**src/rtl/res_emu_pkg.sv**
```systemverilog
package res_emu_pkg;
  // Saturation bounds for a signed word of width w, held at width sw
  function automatic logic signed [15:0] sat_hi(input int w);
    return 16'((1 << (w - 1)) - 1);
  endfunction
endpackage

```
**src/rtl/anti_hist_line.sv**
```systemverilog
module anti_hist_line #(
  parameter int W     = 8,
  parameter int DEPTH = 64,
  parameter int NTAP  = 2,
  localparam int AW   = $clog2(DEPTH)
) (
  input  logic                       clk,
  input  logic                       rst_n,
  input  logic                       adv,
  input  logic [W-1:0]               din,
  input  logic [NTAP-1:0][AW-1:0]    tap_sel,
  output logic [NTAP-1:0][W-1:0]     tap_out
);
  // hist[k] holds the sample accepted k+1 beats ago
  logic [W-1:0] hist [DEPTH-1];
  logic [W-1:0] view [DEPTH];

  always_ff @(posedge clk or negedge rst_n) begin
    if (!rst_n) begin
      for (int i = 0; i < DEPTH - 1; i++) hist[i] <= '0;
    end else if (adv) begin
      hist[0] <= din;
      for (int i = 1; i < DEPTH - 1; i++) hist[i] <= hist[i-1];
    end
  end

  assign view[0] = din;
  for (genvar k = 1; k < DEPTH; k++) begin : g_view
    assign view[k] = hist[k-1];
  end

  for (genvar t = 0; t < NTAP; t++) begin : g_tap
    assign tap_out[t] = view[tap_sel[t]];
  end
endmodule

```
**src/rtl/refl_atten.sv**
```systemverilog
module refl_atten #(
  parameter int W   = 8,
  parameter int SHW = 3
) (
  input  logic [W-1:0]   din,
  input  logic [SHW-1:0] shift,
  input  logic           en,
  output logic [W-1:0]   dout
);
  logic clear;
  assign clear = !en || (shift == {SHW{1'b1}});
  assign dout  = clear ? '0 : W'($signed(din) >>> shift);
endmodule

```
**src/rtl/resid_sum_sat.sv**
```systemverilog
module resid_sum_sat #(
  parameter int W = 8,
  localparam int SW = W + 2
) (
  input  logic [W-1:0] a,
  input  logic [W-1:0] b,
  input  logic [W-1:0] c,
  output logic [W-1:0] y
);
  localparam logic signed [SW-1:0] HI = SW'(res_emu_pkg::sat_hi(W));
  localparam logic signed [SW-1:0] LO = ~HI;

  logic signed [SW-1:0] wide;
  assign wide = $signed({{2{a[W-1]}}, a}) + $signed({{2{b[W-1]}}, b})
              + $signed({{2{c[W-1]}}, c});

  always_comb begin
    if (wide > HI)      y = HI[W-1:0];
    else if (wide < LO) y = LO[W-1:0];
    else                y = wide[W-1:0];
  end
endmodule

```
**src/rtl/residue_channel_emu.sv**
```systemverilog
module residue_channel_emu #(
  parameter int W     = 8,
  parameter int DEPTH = 64,
  parameter int SHW   = 3,
  localparam int AW   = $clog2(DEPTH)
) (
  input  logic           clk,
  input  logic           rst_n,
  input  logic           test_mode,
  input  logic [AW-1:0]  direct_dly,
  input  logic [AW-1:0]  refl_dly,
  input  logic [SHW-1:0] refl_shift,
  input  logic           refl_en,
  input  logic           in_valid,
  output logic           in_ready,
  input  logic [W-1:0]   in_noise,
  input  logic [W-1:0]   in_anti,
  input  logic [W-1:0]   in_adc,
  output logic           out_valid,
  input  logic           out_ready,
  output logic [W-1:0]   out_residue
);
  localparam int NTAP = 2;

  logic                    take;
  logic [NTAP-1:0][AW-1:0] sel;
  logic [NTAP-1:0][W-1:0]  taps;
  logic [W-1:0]            direct_term, refl_term, emu_sum, next_res;

  assign in_ready = !out_valid || out_ready;
  assign take     = in_valid && in_ready;
  assign sel[0]   = direct_dly;
  assign sel[1]   = refl_dly;

  anti_hist_line #(.W(W), .DEPTH(DEPTH), .NTAP(NTAP)) u_hist (
    .clk(clk), .rst_n(rst_n), .adv(take), .din(in_anti),
    .tap_sel(sel), .tap_out(taps)
  );

  assign direct_term = taps[0];

  refl_atten #(.W(W), .SHW(SHW)) u_att (
    .din(taps[1]), .shift(refl_shift), .en(refl_en), .dout(refl_term)
  );

  resid_sum_sat #(.W(W)) u_sum (
    .a(in_noise), .b(direct_term), .c(refl_term), .y(emu_sum)
  );

  assign next_res = test_mode ? emu_sum : in_adc;

  always_ff @(posedge clk or negedge rst_n) begin
    if (!rst_n) begin
      out_valid   <= 1'b0;
      out_residue <= '0;
    end else begin
      if (take) begin
        out_valid   <= 1'b1;
        out_residue <= next_res;
      end else if (out_ready) begin
        out_valid   <= 1'b0;
      end
    end
  end


  out_hold_chk: assert property (@(posedge clk) disable iff (!rst_n)
    out_valid && !out_ready |=> out_valid && $stable(out_residue));

  valid_src_chk: assert property (@(posedge clk) disable iff (!rst_n)
    $rose(out_valid) |-> $past(in_valid && in_ready));

  bypass_chk: assert property (@(posedge clk) disable iff (!rst_n)
    in_valid && in_ready && !test_mode |=> out_residue == $past(in_adc));

  direct_zero_chk: assert property (@(posedge clk) disable iff (!rst_n)
    direct_dly == '0 |-> direct_term == in_anti);

  refl_clear_chk: assert property (@(posedge clk) disable iff (!rst_n)
    (!refl_en || refl_shift == {SHW{1'b1}}) |-> refl_term == '0);
endmodule

```
**config.mk**
```make
export PLATFORM = sky130hd
export DESIGN_NAME = residue_channel_emu
export DESIGN_NICKNAME = d
export VERILOG_FILES = /design/src/rtl/res_emu_pkg.sv /design/src/rtl/anti_hist_line.sv /design/src/rtl/refl_atten.sv /design/src/rtl/resid_sum_sat.sv /design/src/rtl/residue_channel_emu.sv
export SDC_FILE = /design/constraint.sdc
export NUM_CORES = 1
export LEC_CHECK = 0
export BUFFER_PORTS_ARGS = -buffer_cell sky130_fd_sc_hd__buf_2
export CAP_MARGIN = 20
export CORE_MARGIN = 2
export CORE_UTILIZATION = 40
export CTS_CLUSTER_SIZE = 10
export DETAILED_ROUTE_END_ITERATION = 12
export PLACE_DENSITY = 0.63
export SYNTH_ARGS = -nofsm -noshare
export SYNTH_HDL_FRONTEND = slang
export SYNTH_SLANG_ARGS = --single-unit
```
**constraint.sdc**
```tcl
create_clock -name clk -period 10.53 [get_ports clk]
set_clock_uncertainty 0.1 [all_clocks]
set_input_delay 1.5795 -clock clk [delete_from_list [all_inputs] [get_ports clk]]
set_output_delay 1.5795 -clock clk [all_outputs]
set_load 0.02 [all_outputs]
```
# [Word-level counts from Yosys, hierarchy flattened]
# Cells that the tools add are included.
[totals] reg_bits=513 latch_bits=0 mem_bits_rw=0 romBits=0 input_bits=45 out_inout_bits=10 word_cells=93 n_memories=0
[classes] addsub=2 mul=0 div_mod_pow=0 magnitude_cmp=4 eq_ne=1 shift=1 muxes=12 n_bitwise=2 n_reduce_logical=6
[op_table] cell="8-bit binary-select mux with 6-bit select" n=2
[op_table] cell="8-bit two-way mux" n=8
[op_table] cell="7-bit greater-or-equal comparator, second input constant" n=2
[op_table] cell="6-bit inverter with 7-bit output" n=2
[op_table] cell="9-bit by 8-bit adder with 10-bit output" n=1
[op_table] cell="10-bit by 8-bit greater-than comparator with 1-bit output, second input constant" n=1
[op_table] cell="10-bit by 8-bit less-than comparator with 1-bit output, second input constant" n=1
[op_table] cell="8-bit by 8-bit adder with 9-bit output" n=1
[op_table] cell="8-bit by 3-bit >>> shifter with 8-bit output" n=1
[op_table] cell="3-bit == test, second input constant" n=1
[op_table] cell="1-bit logical NOT" n=2
[op_table] cell="1-bit logical OR" n=2
[op_table] cell="1-bit two-way mux" n=2
[op_table] cell="2-bit nonzero test" n=1
[op_table] cell="1-bit logical AND" n=1

# [Longest topological paths before layout]
[depth] word_depth=11 mapped_depth=24 ltp_nobuf=20

# [Hierarchy]
# A second synthesis with hierarchy kept.
[unflattened] cells_unflattened=1798 area_unflattened_um2=28292.1
[by_module_without_submodules] mod="anti_hist_line" instances=1 cells_per_inst=1653 area_per_inst_um2=26892.0 seq_area_each_um2=12612.1
[by_module_without_submodules] mod="resid_sum_sat" instances=1 cells_per_inst=63 area_per_inst_um2=618.1 seq_area_each_um2=0.0
[by_module_without_submodules] mod="residue_channel_emu" instances=1 cells_per_inst=42 area_per_inst_um2=469.2 seq_area_each_um2=225.2
[by_module_without_submodules] mod="refl_atten" instances=1 cells_per_inst=40 area_per_inst_um2=312.8 seq_area_each_um2=0.0

# [Worst setup path after synthesis]
# OpenSTA, ideal clock, no wires.
[synth_path] path_kind="input to register" from="in direct_dly[0]" to="reg out_residue[2]" setup_time_ns=0.088 arrival_ns=6.474 t_required_ns=10.342 setup_slack_ns=3.867 stages=16 n_path_buf=2 cell_sequence="buf_2 -> buf_1 -> mux4_2 -> mux4_2 -> mux4_2 -> fa_1 -> ha_1 -> fa_1 -> a21o_1 -> a21oi_1 -> o21a_1 -> nand3b_1 -> o21ai_0 -> a211oi_1 -> nor2_1 -> a41oi_1"
[synth_via] elab_chain_len=10 elab_cells_between_ends=11 cone_classes="add/sub (2); order compare (2); mux (6); bitwise (1)"
[synth_lines] item="start, declared" line_no="residue_channel_emu.sv:10" rtl="input logic [AW-1:0] direct_dly,"
[synth_lines] item="6-bit inverter with 7-bit output (implied by the code) (*)" line_no="anti_hist_line.sv:33" rtl="assign tap_out[t] = view[tap_sel[t]];"
[synth_lines] item="8-bit binary-select mux with 6-bit select (*)" line_no="anti_hist_line.sv:33"
[synth_lines] item="8-bit two-way mux (implied by the code) (*) (2 in a row)" line_no="anti_hist_line.sv:33"
[synth_lines] item="8-bit by 8-bit adder with 9-bit output (*)" line_no="resid_sum_sat.sv:14" rtl="assign wide = $signed({{2{a[W-1]}}, a}) + $signed({{2{b[W-1]}}, b})"
[synth_lines] item="9-bit by 8-bit adder with 10-bit output (*)" line_no="resid_sum_sat.sv:15" rtl="+ $signed({{2{c[W-1]}}, c});"
[synth_lines] item="10-bit by 8-bit less-than comparator with 1-bit output" line_no="resid_sum_sat.sv:19" rtl="else if (wide < LO) y = LO[W-1:0];"
[synth_lines] item="8-bit two-way mux" line_no="resid_sum_sat.sv:19"
[synth_lines] item="8-bit two-way mux (*)" line_no="resid_sum_sat.sv:18" rtl="if (wide > HI) y = HI[W-1:0];"
[synth_lines] item="8-bit two-way mux (*)" line_no="residue_channel_emu.sv:50" rtl="assign next_res = test_mode ? emu_sum : in_adc;"
[synth_lines] item="end signal, assigned" line_no="residue_channel_emu.sv:59" rtl="out_residue <= next_res;"
[synth_lines] item="end, declared" line_no="residue_channel_emu.sv:21" rtl="output logic [W-1:0] out_residue"
# Every way passes the cells marked *; elsewhere a longest branch is shown, timed or not. The select of a mux whose other input is x is not followed.
# A chain may end at the register's enable or synchronous reset.

# [Worst setup path after layout]
[layout_path] from="in refl_dly[0]" to="reg out_residue[2]"
[layout_via] elab_chain_len=11 elab_cells_between_ends=12 cone_classes="add/sub (1); order compare (2); shift (1); mux (7); bitwise (1)"
[layout_lines] item="start, declared" line_no="residue_channel_emu.sv:11" rtl="input logic [AW-1:0] refl_dly,"
[layout_lines] item="6-bit inverter with 7-bit output (implied by the code) (*)" line_no="anti_hist_line.sv:33"
[layout_lines] item="8-bit binary-select mux with 6-bit select (*)" line_no="anti_hist_line.sv:33"
[layout_lines] item="8-bit two-way mux (implied by the code) (*) (2 in a row)" line_no="anti_hist_line.sv:33"
[layout_lines] item="8-bit by 3-bit >>> shifter with 8-bit output (*)" line_no="refl_atten.sv:12" rtl="assign dout = clear ? '0 : W'($signed(din) >>> shift);"
[layout_lines] item="8-bit two-way mux (*)" line_no="refl_atten.sv:12"
[layout_lines] item="9-bit by 8-bit adder with 10-bit output (*)" line_no="resid_sum_sat.sv:15"
[layout_lines] item="10-bit by 8-bit less-than comparator with 1-bit output" line_no="resid_sum_sat.sv:19"
[layout_lines] item="8-bit two-way mux" line_no="resid_sum_sat.sv:19"
[layout_lines] item="8-bit two-way mux (*)" line_no="resid_sum_sat.sv:18"
[layout_lines] item="8-bit two-way mux (*)" line_no="residue_channel_emu.sv:50"
# Marks and branches as above.

==> results.json <==
{
  "status": "complete, no violations",
  "yosysSeqAreaShare": 0.451,
  "p_int_uw": 3470,
  "p_leak_uw": 0.0154,
  "synth-simple-area-share": 0.219,
  "p_per_area_nw_per_um2": 158,
  "antenna_found_initial": 1,
  "setup_violations": 0,
  "synth_area_um2": 28500,
  "power.total_uw": 4880,
  "comb_power_share": 0.156,
  "drtIter0Drc": 2530,
  "grt_max_degree": 139,
  "netlist_instances": 2873,
  "p_sw_uw": 1410,
  "io_pins": 55,
  "die_w_um": 271,
  "whs_ns": 0.377,
  "start_kind": "primary input",
  "synthArstFlopShare": 1.00,
  "vias": 20986,
  "rsz0062_at_grt": "false",
  "drive_gt1_frac": 0.155,
  "hold_depth": 2,
  "vias_per_cell": 5.57,
  "syn_to_final_growth_pct": 8.68,
  "dp_cells": 3693,
  "routed_wl_mm": 73.6,
  "grt_pass1_wl_mm": 120,
  "fin_nets": 2875,
  "post_cts_buffers": 0,
  "synth-xor-area-share": 0.00123,
  "synth-edff-count": 0,
  "clk_pin_slew_worst_paths_ns": 0.06,
  "ir_drop_mv": 0.134,
  "p_seq_frac": 0.470,
  "synth_top_family_by_area": "multiplexers",
  "gp_congestion": 0.877,
  "period_share": 0.685,
  "hold_buffers": 0,
  "ctsLongestPathBuffers": 3,
  "grt_pass1_vias": 20340,
  "rows": 97,
  "ctsResizeCount": 0,
  "route.detailed.drc": 0,
  "cts-root-buf": "clkbuf_16",
  "tns_ns": 0,
  "dr.pass1.iters": 5,
  "max_clock_freq_ghz": 0.139,
  "tightest_slew_ns": 1.02,
  "worstSkewPairLatency_ns": 0.63,
  "cts_made_buffers": 58,
  "synth_mux_area_frac": 0.248,
  "ant_nets": 0,
  "synth-compound-area-share": 0.0346,
  "cts_num_sinks": 513,
  "hp-class": "reg2reg",
  "post-dp-hpwl_mm": 44.8,
  "wl_per_cell_um": 19.5,
  "final_core_util": 0.440,
  "yosys.area_share.adder": 0.00985,
  "hold_viol": 0,
  "io_buffers": 54,
  "globalRouteOverflowTotal": 0,
  "min_period_ns": 7.22,
  "syn_nets": 2935,
  "ys_ff_latch": 513,
  "clock_power_share": 0.373,
  "maxCapViolCount": 0,
  "crit_type": "in2reg",
  "synth.distinct_cells": 66,
  "switching_share": 0.289,
  "grt_util_all_layers": 0.204,
  "instances_no_fill": 3767,
  "rr_worst_depth": 19,
  "cts_max_level": 2,
  "cts_tree": "yes",
  "coreArea_um2": 70300,
  "dieArea_um2": 73300,
  "initial_core_util": 0.405,
  "slew_headroom": 0.323,
  "crit_arrival_ns": 7.66,
  "drv_slew": 0,
  "cp_max_fo": 57,
  "reg2reg_setup_slack_ns": 4.73,
  "die-height_um": 271,
  "ys_dominant_reg_cell": "dfrtp_1",
  "crit_required_ns": 10.97,
  "syn_area_per_cell_um2": 9.90,
  "synth_warnings": 0,
  "end_kind": "register"
}
-- through the flow --
| stage | instance area, um^2 | setup slack [ns] |
|---|---|---|
| 2_1_floorplan | 28500 | 3.87 |
| 3_3_place_gp | 29300 | 2.74 |
| 3_5_place_dp | 29300 | 2.72 |
| 4_1_cts | 30900 | 3.40 |
| 5_1_grt | 30900 | 2.74 |
| 6_report | 30900 | 3.31 |
-- registers in the layout, indices dropped and copies added, names as in the netlist --
| register | flops |
|---|---|
| out_residue | 8 |
| out_valid | 1 |
| u_hist.hist | 504 |
-- routing by layer --
metal  vias to the layer above  wire length, um  GRT usage
met4                         0             1860     0.0587
met5                         -                0          0
met1                     10678            33500      0.309
met3                       104             4670     0.0308
li1                       9572                -          -
met2                       632            33500      0.303
-- cells by family after synthesis --
kind of cell	count (synthesis)
buffers and inverters	230
xor gates and xnor gates	4
and+or+nand+nor	1628
AOI/OAI and AO/OA	137
DFF	513
muxes	344
adders and majority gates	17
-- cell type report --
| class | instances | area [um^2] |
|---|---|---|
| diodes | 1 | 2.50 |
| clock buffers | 71 | 1570 |
| clock inverters | 2 | 28.8 |
| fillers | 6495 | 39300 |
| inverters | 27 | 101 |
| multi-input cells | 2130 | 14600 |
| flip-flops and latches | 513 | 12800 |
| well taps | 940 | 1180 |
| repair buffers | 83 | 582 |
-- worst max-delay path: stages --
cell      delay (ns)
clkbuf_8        0.54
buf_4           0.49
mux4_2          0.56
mux2i_1         0.35
o22ai_1         0.15
a211oi_1        0.24
nor3_1          0.14
o21ai_1         0.23
a21oi_1         0.09
o311a_1         0.31
fa_1            0.37
ha_1            0.24
fa_1            0.46
a21o_1          0.17
a21oi_1         0.21
o21a_1          0.23
nand3b_1        0.19
o21ai_0         0.09
a211oi_1        0.46
nor2_1          0.18
a41oi_1         0.24
-- power by group through the flow --
| stage | registers [uW] | clock network (uW) | logic (uW) |
|---|---|---|---|
| 2_1_floorplan | 2280 | 0 | 546 |
| 6_report | 2300 | 1820 | 764 |
| 3_3_place_gp | 2330 | 0 | 756 |
| 5_1_grt | 2320 | 1940 | 845 |
| 3_5_place_dp | 2320 | 0 | 769 |
| 4_1_cts | 2290 | 1860 | 770 |
-- worst paths after layout --
check                                  from                to
max reg2reg                u_hist.hist[471]    out_residue[2]
max                             refl_dly[0]    out_residue[2]
min in group asynchronous             rst_n  u_hist.hist[484]
max in group asynchronous             rst_n  u_hist.hist[185]
min reg2reg                u_hist.hist[231]  u_hist.hist[223]
min                        u_hist.hist[231]  u_hist.hist[223]
-- synthesized netlist by cell type (all sizes together) (3+ instances only) --
cell,count,area [um^2]
a21o,5,37.5
mux2i,57,571
ha,8,100
buf,55,350
a311oi,3,26.3
nand3,17,85.1
nor2b,5,31.3
nor2,17,63.8
xor2,3,26.3
nor3,10,50.1
nand2b,7,43.8
a22oi,21,158
o21ai,21,105
and2,4,25.0
a211oi,14,128
dfrtp,513,12800
a41oi,6,60.1
inv,25,93.8
clkbuf,148,556
a21oi,24,120
or3,6,37.5
o221ai,3,26.3
a221oi,3,32.5
o22ai,8,50.1
mux4,286,6490
or2,3,18.8
o31ai,4,30.0
o21a,3,22.5
nand2,1550,5820
o21bai,3,22.5
fa,9,180
a31oi,3,18.8
-- layout by cell type, fill, tap and decap left out, drive strengths merged, types with 4 or more instances in the layout --
| master | count |
|---|---|
| nor3 | 10 |
| a21oi | 24 |
| a22oi | 21 |
| clkbuf | 72 |
| a21o | 5 |
| nor2 | 17 |
| ha | 8 |
| a41oi | 6 |
| nand2b | 7 |
| a211oi | 14 |
| o31ai | 4 |
| fa | 9 |
| mux2i | 57 |
| dfrtp | 513 |
| mux4 | 286 |
| or3 | 6 |
| buf | 82 |
| nand2 | 1550 |
| o22ai | 8 |
| inv | 27 |
| and2 | 4 |
| o21ai | 21 |
| nand3 | 17 |
| nor2b | 5 |
Note: power is estimated with default switching activity, not from simulation.
